[src/rtl/spi_mst_pkg.sv]
package spi_mst_pkg;
  typedef enum logic [1:0] {
    ST_IDLE = 2'd0,
    ST_LO   = 2'd1,
    ST_HI   = 2'd2
  } phase_e;
endpackage

[src/rtl/spi_mst_phase.sv]
// Derives low/high phase lengths (system cycles) from the divider value.
module spi_mst_phase #(
  parameter int DIV_W = 8
) (
  input  logic [DIV_W-1:0] div,
  output logic [DIV_W-1:0] lo_len,
  output logic [DIV_W-1:0] hi_len
);
  logic [DIV_W-1:0] d_eff;
  logic [DIV_W:0]   period;
  logic [DIV_W:0]   lo_w;
  logic [DIV_W:0]   hi_w;

  always_comb begin
    d_eff  = (div == '0) ? DIV_W'(1) : div;
    period = {1'b0, d_eff} + (DIV_W+1)'(1);
    lo_w   = period >> 1;
    hi_w   = period - lo_w;
    lo_len = lo_w[DIV_W-1:0];
    hi_len = hi_w[DIV_W-1:0];
  end
endmodule

[src/rtl/spi_mst_txsr.sv]
// Transmit shift register, MSB presented first.
module spi_mst_txsr #(
  parameter int WIDTH = 8
) (
  input  logic             clk,
  input  logic             rst,
  input  logic             load,
  input  logic             shift,
  input  logic [WIDTH-1:0] din,
  output logic             msb
);
  logic [WIDTH-1:0] sr;

  always_ff @(posedge clk) begin
    if (rst)        sr <= '0;
    else if (load)  sr <= din;
    else if (shift) sr <= {sr[WIDTH-2:0], 1'b0};
  end

  assign msb = sr[WIDTH-1];
endmodule

[src/rtl/spi_mst_rxsr.sv]
// Receive shift register, first bit lands in the MSB after WIDTH shifts.
module spi_mst_rxsr #(
  parameter int WIDTH = 8
) (
  input  logic             clk,
  input  logic             rst,
  input  logic             clr,
  input  logic             shift,
  input  logic             din,
  output logic [WIDTH-1:0] word
);
  always_ff @(posedge clk) begin
    if (rst)        word <= '0;
    else if (clr)   word <= '0;
    else if (shift) word <= {word[WIDTH-2:0], din};
  end
endmodule

[src/rtl/spi_mst_engine.sv]
module spi_mst_engine
  import spi_mst_pkg::*;
#(
  parameter int WIDTH = 8,
  parameter int DIV_W = 8
) (
  input  logic             clk,
  input  logic             rst,
  input  logic             start,
  input  logic [WIDTH-1:0] tx_word,
  input  logic [DIV_W-1:0] div,
  input  logic             miso,
  output logic             sclk,
  output logic             ss_n,
  output logic             mosi,
  output logic             mosi_oe,
  output logic             busy,
  output logic             done,
  output logic [WIDTH-1:0] rx_word
);
  localparam int CNT_W = $clog2(WIDTH + 2);
  localparam logic [CNT_W-1:0] LAST_DATA = CNT_W'(WIDTH);
  localparam logic [CNT_W-1:0] END_EDGE  = CNT_W'(WIDTH + 1);

  phase_e           state;
  logic [DIV_W-1:0] cnt;
  logic [DIV_W-1:0] lo_q, hi_q;
  logic [DIV_W-1:0] lo_len, hi_len;
  logic [CNT_W-1:0] edge_cnt;
  logic             tx_msb;
  logic [WIDTH-1:0] rx_sr;

  logic accept, rise_now, fall_now, tx_shift, rx_shift;

  always_comb begin
    accept   = (state == ST_IDLE) && start;
    rise_now = (state == ST_LO) && (cnt == '0);
    fall_now = (state == ST_HI) && (cnt == '0);
    tx_shift = rise_now && (edge_cnt < LAST_DATA);
    rx_shift = fall_now && (edge_cnt != END_EDGE);
  end

  spi_mst_phase #(.DIV_W(DIV_W)) u_phase (
    .div    (div),
    .lo_len (lo_len),
    .hi_len (hi_len)
  );

  spi_mst_txsr #(.WIDTH(WIDTH)) u_txsr (
    .clk   (clk),
    .rst   (rst),
    .load  (accept),
    .shift (tx_shift),
    .din   (tx_word),
    .msb   (tx_msb)
  );

  spi_mst_rxsr #(.WIDTH(WIDTH)) u_rxsr (
    .clk   (clk),
    .rst   (rst),
    .clr   (accept),
    .shift (rx_shift),
    .din   (miso),
    .word  (rx_sr)
  );

  always_ff @(posedge clk) begin
    if (rst) begin
      state    <= ST_IDLE;
      cnt      <= '0;
      lo_q     <= '0;
      hi_q     <= '0;
      edge_cnt <= '0;
      sclk     <= 1'b0;
      ss_n     <= 1'b1;
      mosi     <= 1'b0;
      mosi_oe  <= 1'b0;
      busy     <= 1'b0;
      done     <= 1'b0;
      rx_word  <= '0;
    end else begin
      done <= 1'b0;
      unique case (state)
        ST_IDLE: begin
          if (start) begin
            state    <= ST_LO;
            ss_n     <= 1'b0;
            busy     <= 1'b1;
            lo_q     <= lo_len;
            hi_q     <= hi_len;
            cnt      <= lo_len - DIV_W'(1);
            edge_cnt <= '0;
          end
        end
        ST_LO: begin
          if (cnt == '0) begin
            state    <= ST_HI;
            sclk     <= 1'b1;
            cnt      <= hi_q - DIV_W'(1);
            edge_cnt <= edge_cnt + CNT_W'(1);
            if (edge_cnt < LAST_DATA) begin
              mosi    <= tx_msb;
              mosi_oe <= 1'b1;
            end else begin
              mosi    <= 1'b0;
              mosi_oe <= 1'b0;
            end
          end else begin
            cnt <= cnt - DIV_W'(1);
          end
        end
        ST_HI: begin
          if (cnt == '0) begin
            sclk <= 1'b0;
            if (edge_cnt == END_EDGE) begin
              state   <= ST_IDLE;
              ss_n    <= 1'b1;
              busy    <= 1'b0;
              done    <= 1'b1;
              rx_word <= rx_sr;
            end else begin
              state <= ST_LO;
              cnt   <= lo_q - DIV_W'(1);
            end
          end else begin
            cnt <= cnt - DIV_W'(1);
          end
        end
        default: state <= ST_IDLE;
      endcase
    end
  end
endmodule

[config.mk]
export PLATFORM = sky130hd
export DESIGN_NAME = spi_mst_engine
export DESIGN_NICKNAME = d
export VERILOG_FILES = /design/src/rtl/spi_mst_pkg.sv /design/src/rtl/spi_mst_phase.sv /design/src/rtl/spi_mst_txsr.sv /design/src/rtl/spi_mst_rxsr.sv /design/src/rtl/spi_mst_engine.sv
export SDC_FILE = /design/constraint.sdc
export NUM_CORES = 1
export LEC_CHECK = 0
export ABC_AREA = 0
export BUFFER_PORTS_ARGS = -buffer_cell sky130_fd_sc_hd__buf_2
export CORE_UTILIZATION = 51
export DETAILED_ROUTE_END_ITERATION = 8
export GPL_TIMING_DRIVEN = 1
export MAX_ROUTING_LAYER = met4
export PLACE_DENSITY = 0.8
export SLEW_MARGIN = 20
export SYNTH_ARGS = -nofsm -noshare
export SYNTH_HDL_FRONTEND = slang
export SYNTH_SLANG_ARGS = --single-unit
[constraint.sdc]
create_clock -name clk -period 8.8 [get_ports clk]
set_input_delay 1.76 -clock clk [delete_from_list [all_inputs] [get_ports clk]]
set_output_delay 1.76 -clock clk [all_outputs]
set_load 0.005 [all_outputs]
==> run metrics <==
status=finished with violations; failing checks=DRC; final hold violation count=0; Pleak=between 1.5 and 2 nW; CP max stage delay=450 ps; number of global-route vias before repair=2860; Period Utilization, post-route=roughly 46%; Syn. warnings=0; share of the synthesized area in the top cell type=33.6%; number of port buffers=33; unrepaired setup endpoints after global routing=false; Skew-Pair Late Insertion Delay=340 ps; # fillers=595; Final nets=506; CTS tree=yes; initial antenna violation count=0; Top FF cell, synth=dfxtp_1; CP max stage cell=fa_1; clk sinks=60; Post-Route Hold Slack=454 ps; Syn Nets=between 400 and 500; H-tree levels=3; initial core utilization=a little over half; crit path DAT=4270 ps; ys async rst share=0%; Max Slew Vio Count=0; CTS Hold Bufs=0; post-layout min period=4030 ps; worst slew pin tran=911 ps; WL/cell=13.8 um; dpl hpwl=~5400 um; largest net degree at the start of global routing=49; Crit Path Class=primary input to register; post-CTS setup buffer count=0; DRC=1; gr ovfl total=0; Vias/cell=5.54; #FFs+latches synth=60; Slew Limit Headroom=39.3%; setup violators final=0; setup TNS=0 ps; Clock Path Buffers=2; Iteration-0 DRC Markers=between 200 and 250; Max Cap Viol=0; ANT cells=0; number of synthesized flops with an enable pin=0; startpoint types=primary input; worst-path fanout max=6; final wirelength=7730 um; PostCTS Resize Cnt=0; placer's final routability congestion estimate=0.853; total power=between 0.8 and 0.9 mW; die width=85.8 um; DIE AREA=0.00736 sq mm; Boundary Pins=34; Critical Path RT=~9000 ps; FP Rows=30; Synth area leader=dfxtp_1; CTS Buf Count=9; PwrDens=209 mW/mm^2; Yosys cell types=53; die span in y=85.8 um; DRT Pass-1 Iters=6; HP Class=register to register; synth top area cells=dfxtp_1 (34%), ha_1 (8.7%), nor2_1 (7.3%); maximum VDD drop=0.000125 V; root buf cell=clkbuf_8; Cells after Synth=434; f_max=0.248 GHz; Core Region=0.00679 sq mm; worst-case clock skew=7.65 ps; final core utilization=between 50% and 60%; Mapped Avg Cell Area=8.25 sq um; worst-path cell chain=buf_2 -> nor4_1 -> a21o_1 -> ha_1 -> inv_1 -> fa_1 -> nor2b_1 -> o21bai_1 -> a21oi_1 -> o21a_1 -> or3_1 -> a311oi_1; Worst setup EP type=register; gr usage total=22.8%; sequential area share after synthesis=33.6%; Mapped Area=0.00358 sq mm; share of cells above drive strength 1=11.8%; first-pass GRT wire length=~13000 um; Clk pin slew, worst setup/hold paths=70 ps; post-route ant nets=0; area delta synth->final=12.4%; via count=3110
==> cell usage in the layout, fill, tap and decap left out, types with 3 or more instances in the layout <==
| cell type | count |
|---|---|
| bufinv_16 | 3 |
| nor3_1 | 8 |
| ha_1 | 25 |
| clkbuf_8 | 9 |
| buf_2 | 33 |
| or4_1 | 3 |
| a221o_1 | 3 |
| a21oi_1 | 23 |
| nor4_1 | 4 |
| xor2_1 | 14 |
| nand4_1 | 3 |
| o21bai_1 | 3 |
| a211oi_1 | 19 |
| nor2_1 | 69 |
| nand2b_1 | 6 |
| a22oi_1 | 3 |
| inv_1 | 28 |
| a21boi_0 | 4 |
| xnor2_1 | 16 |
| nand2_1 | 31 |
| mux2i_1 | 24 |
| o21ai_0 | 18 |
| and3_1 | 3 |
| dfxtp_1 | 60 |
| or3_1 | 5 |
| nand3b_1 | 3 |
| nand3_1 | 5 |
==> critical path: cells and delay by family <==
family	cells	cell delay, ps
AND/OR/NAND/NOR	3	730
buffers and inverters	2	230
AO/OA/AOI/OAI	5	860
adder cells (fa/ha/maj)	2	690
==> where the power goes <==
part           internal [mW]  switching [mW]
logic                 0.0888           0.133
clock network          0.189           0.112
registers              0.295          0.0223
==> final timing paths <==
check	from	end	slack (ps)	depth (start not counted)
worst max register to register	cnt[0]	cnt[0]	6050	8
worst min-delay path	mosi_oe	mosi_oe	450	2
worst max-delay path	div[2]	hi_q[6]	4770	12
worst min register to register	mosi_oe	mosi_oe	450	2
==> cell type report <==
class / instances / area [sq um] / share of cell area (%)
Timing Repair Buffer: 33 / 165 / 4.11
Tap cell: 96 / 120 / 2.99
Inverter: 28 / 105 / 2.61
Multi-Input combinational cell: 328 / 2190 / 54.5
Clock inverter: 6 / 113 / 2.80
Clock buffer: 10 / 128 / 3.17
Sequential cell: 60 / 1200 / 29.9
==> synth_stat cells (all sizes together) (4+ instances only) <==
| cell | number |
|---|---|
| ha | 25 |
| o21ai | 20 |
| clkbuf | 14 |
| inv | 28 |
| nor2 | 70 |
| a21oi | 23 |
| nand2b | 6 |
| xnor2 | 16 |
| mux2i | 24 |
| or3 | 5 |
| a211oi | 19 |
| nor3 | 8 |
| or4 | 4 |
| nor4 | 4 |
| nand3 | 7 |
| nand2 | 31 |
| a21boi | 4 |
| xor2 | 14 |
| dfxtp | 60 |
| buf | 4 |
==> metal layers <==
metal	vias to the layer above	global-route usage, %	part of all wire, %
li1	1570	-	-
met1	1461	27.3	47
met2	65	38.0	48
met3	14	3.85	3.1
met4	0	9.70	2.1
met5	-	-	0
==> through the flow <==
| stage | instances | setup WS [ps] | instance area (sq um) |
|---|---|---|---|
| floorplan | 434 | 4810 | 3580 |
| global placement | 545 | 4540 | 3780 |
| detailed placement | 545 | 4490 | 3780 |
| finish | 561 | 4770 | 4020 |
| CTS | 561 | 4820 | 4020 |
| global route | 561 | 4560 | 4020 |
==> state kept, by name, summed over array words and instances, names as in the netlist, 2 cells and up <==
register / count
u_rxsr.word: 8
rx_word: 8
u_txsr.sr: 8
hi_q: 8
edge_cnt: 4
cnt: 8
lo_q: 8
state: 2
==> cell families after synthesis <==
group / Yosys count / synth area share, %
xor gates and xnor gates: 30 / 7.34
muxes: 24 / 6.71
and+or+nand+nor: 154 / 20.5
AOI/OAI and AO/OA: 94 / 17.3
DFF: 60 / 33.6
adders and majority gates: 26 / 9.30
buffers and inverters: 46 / 5.28
Power figures use the tool's default switching activity.
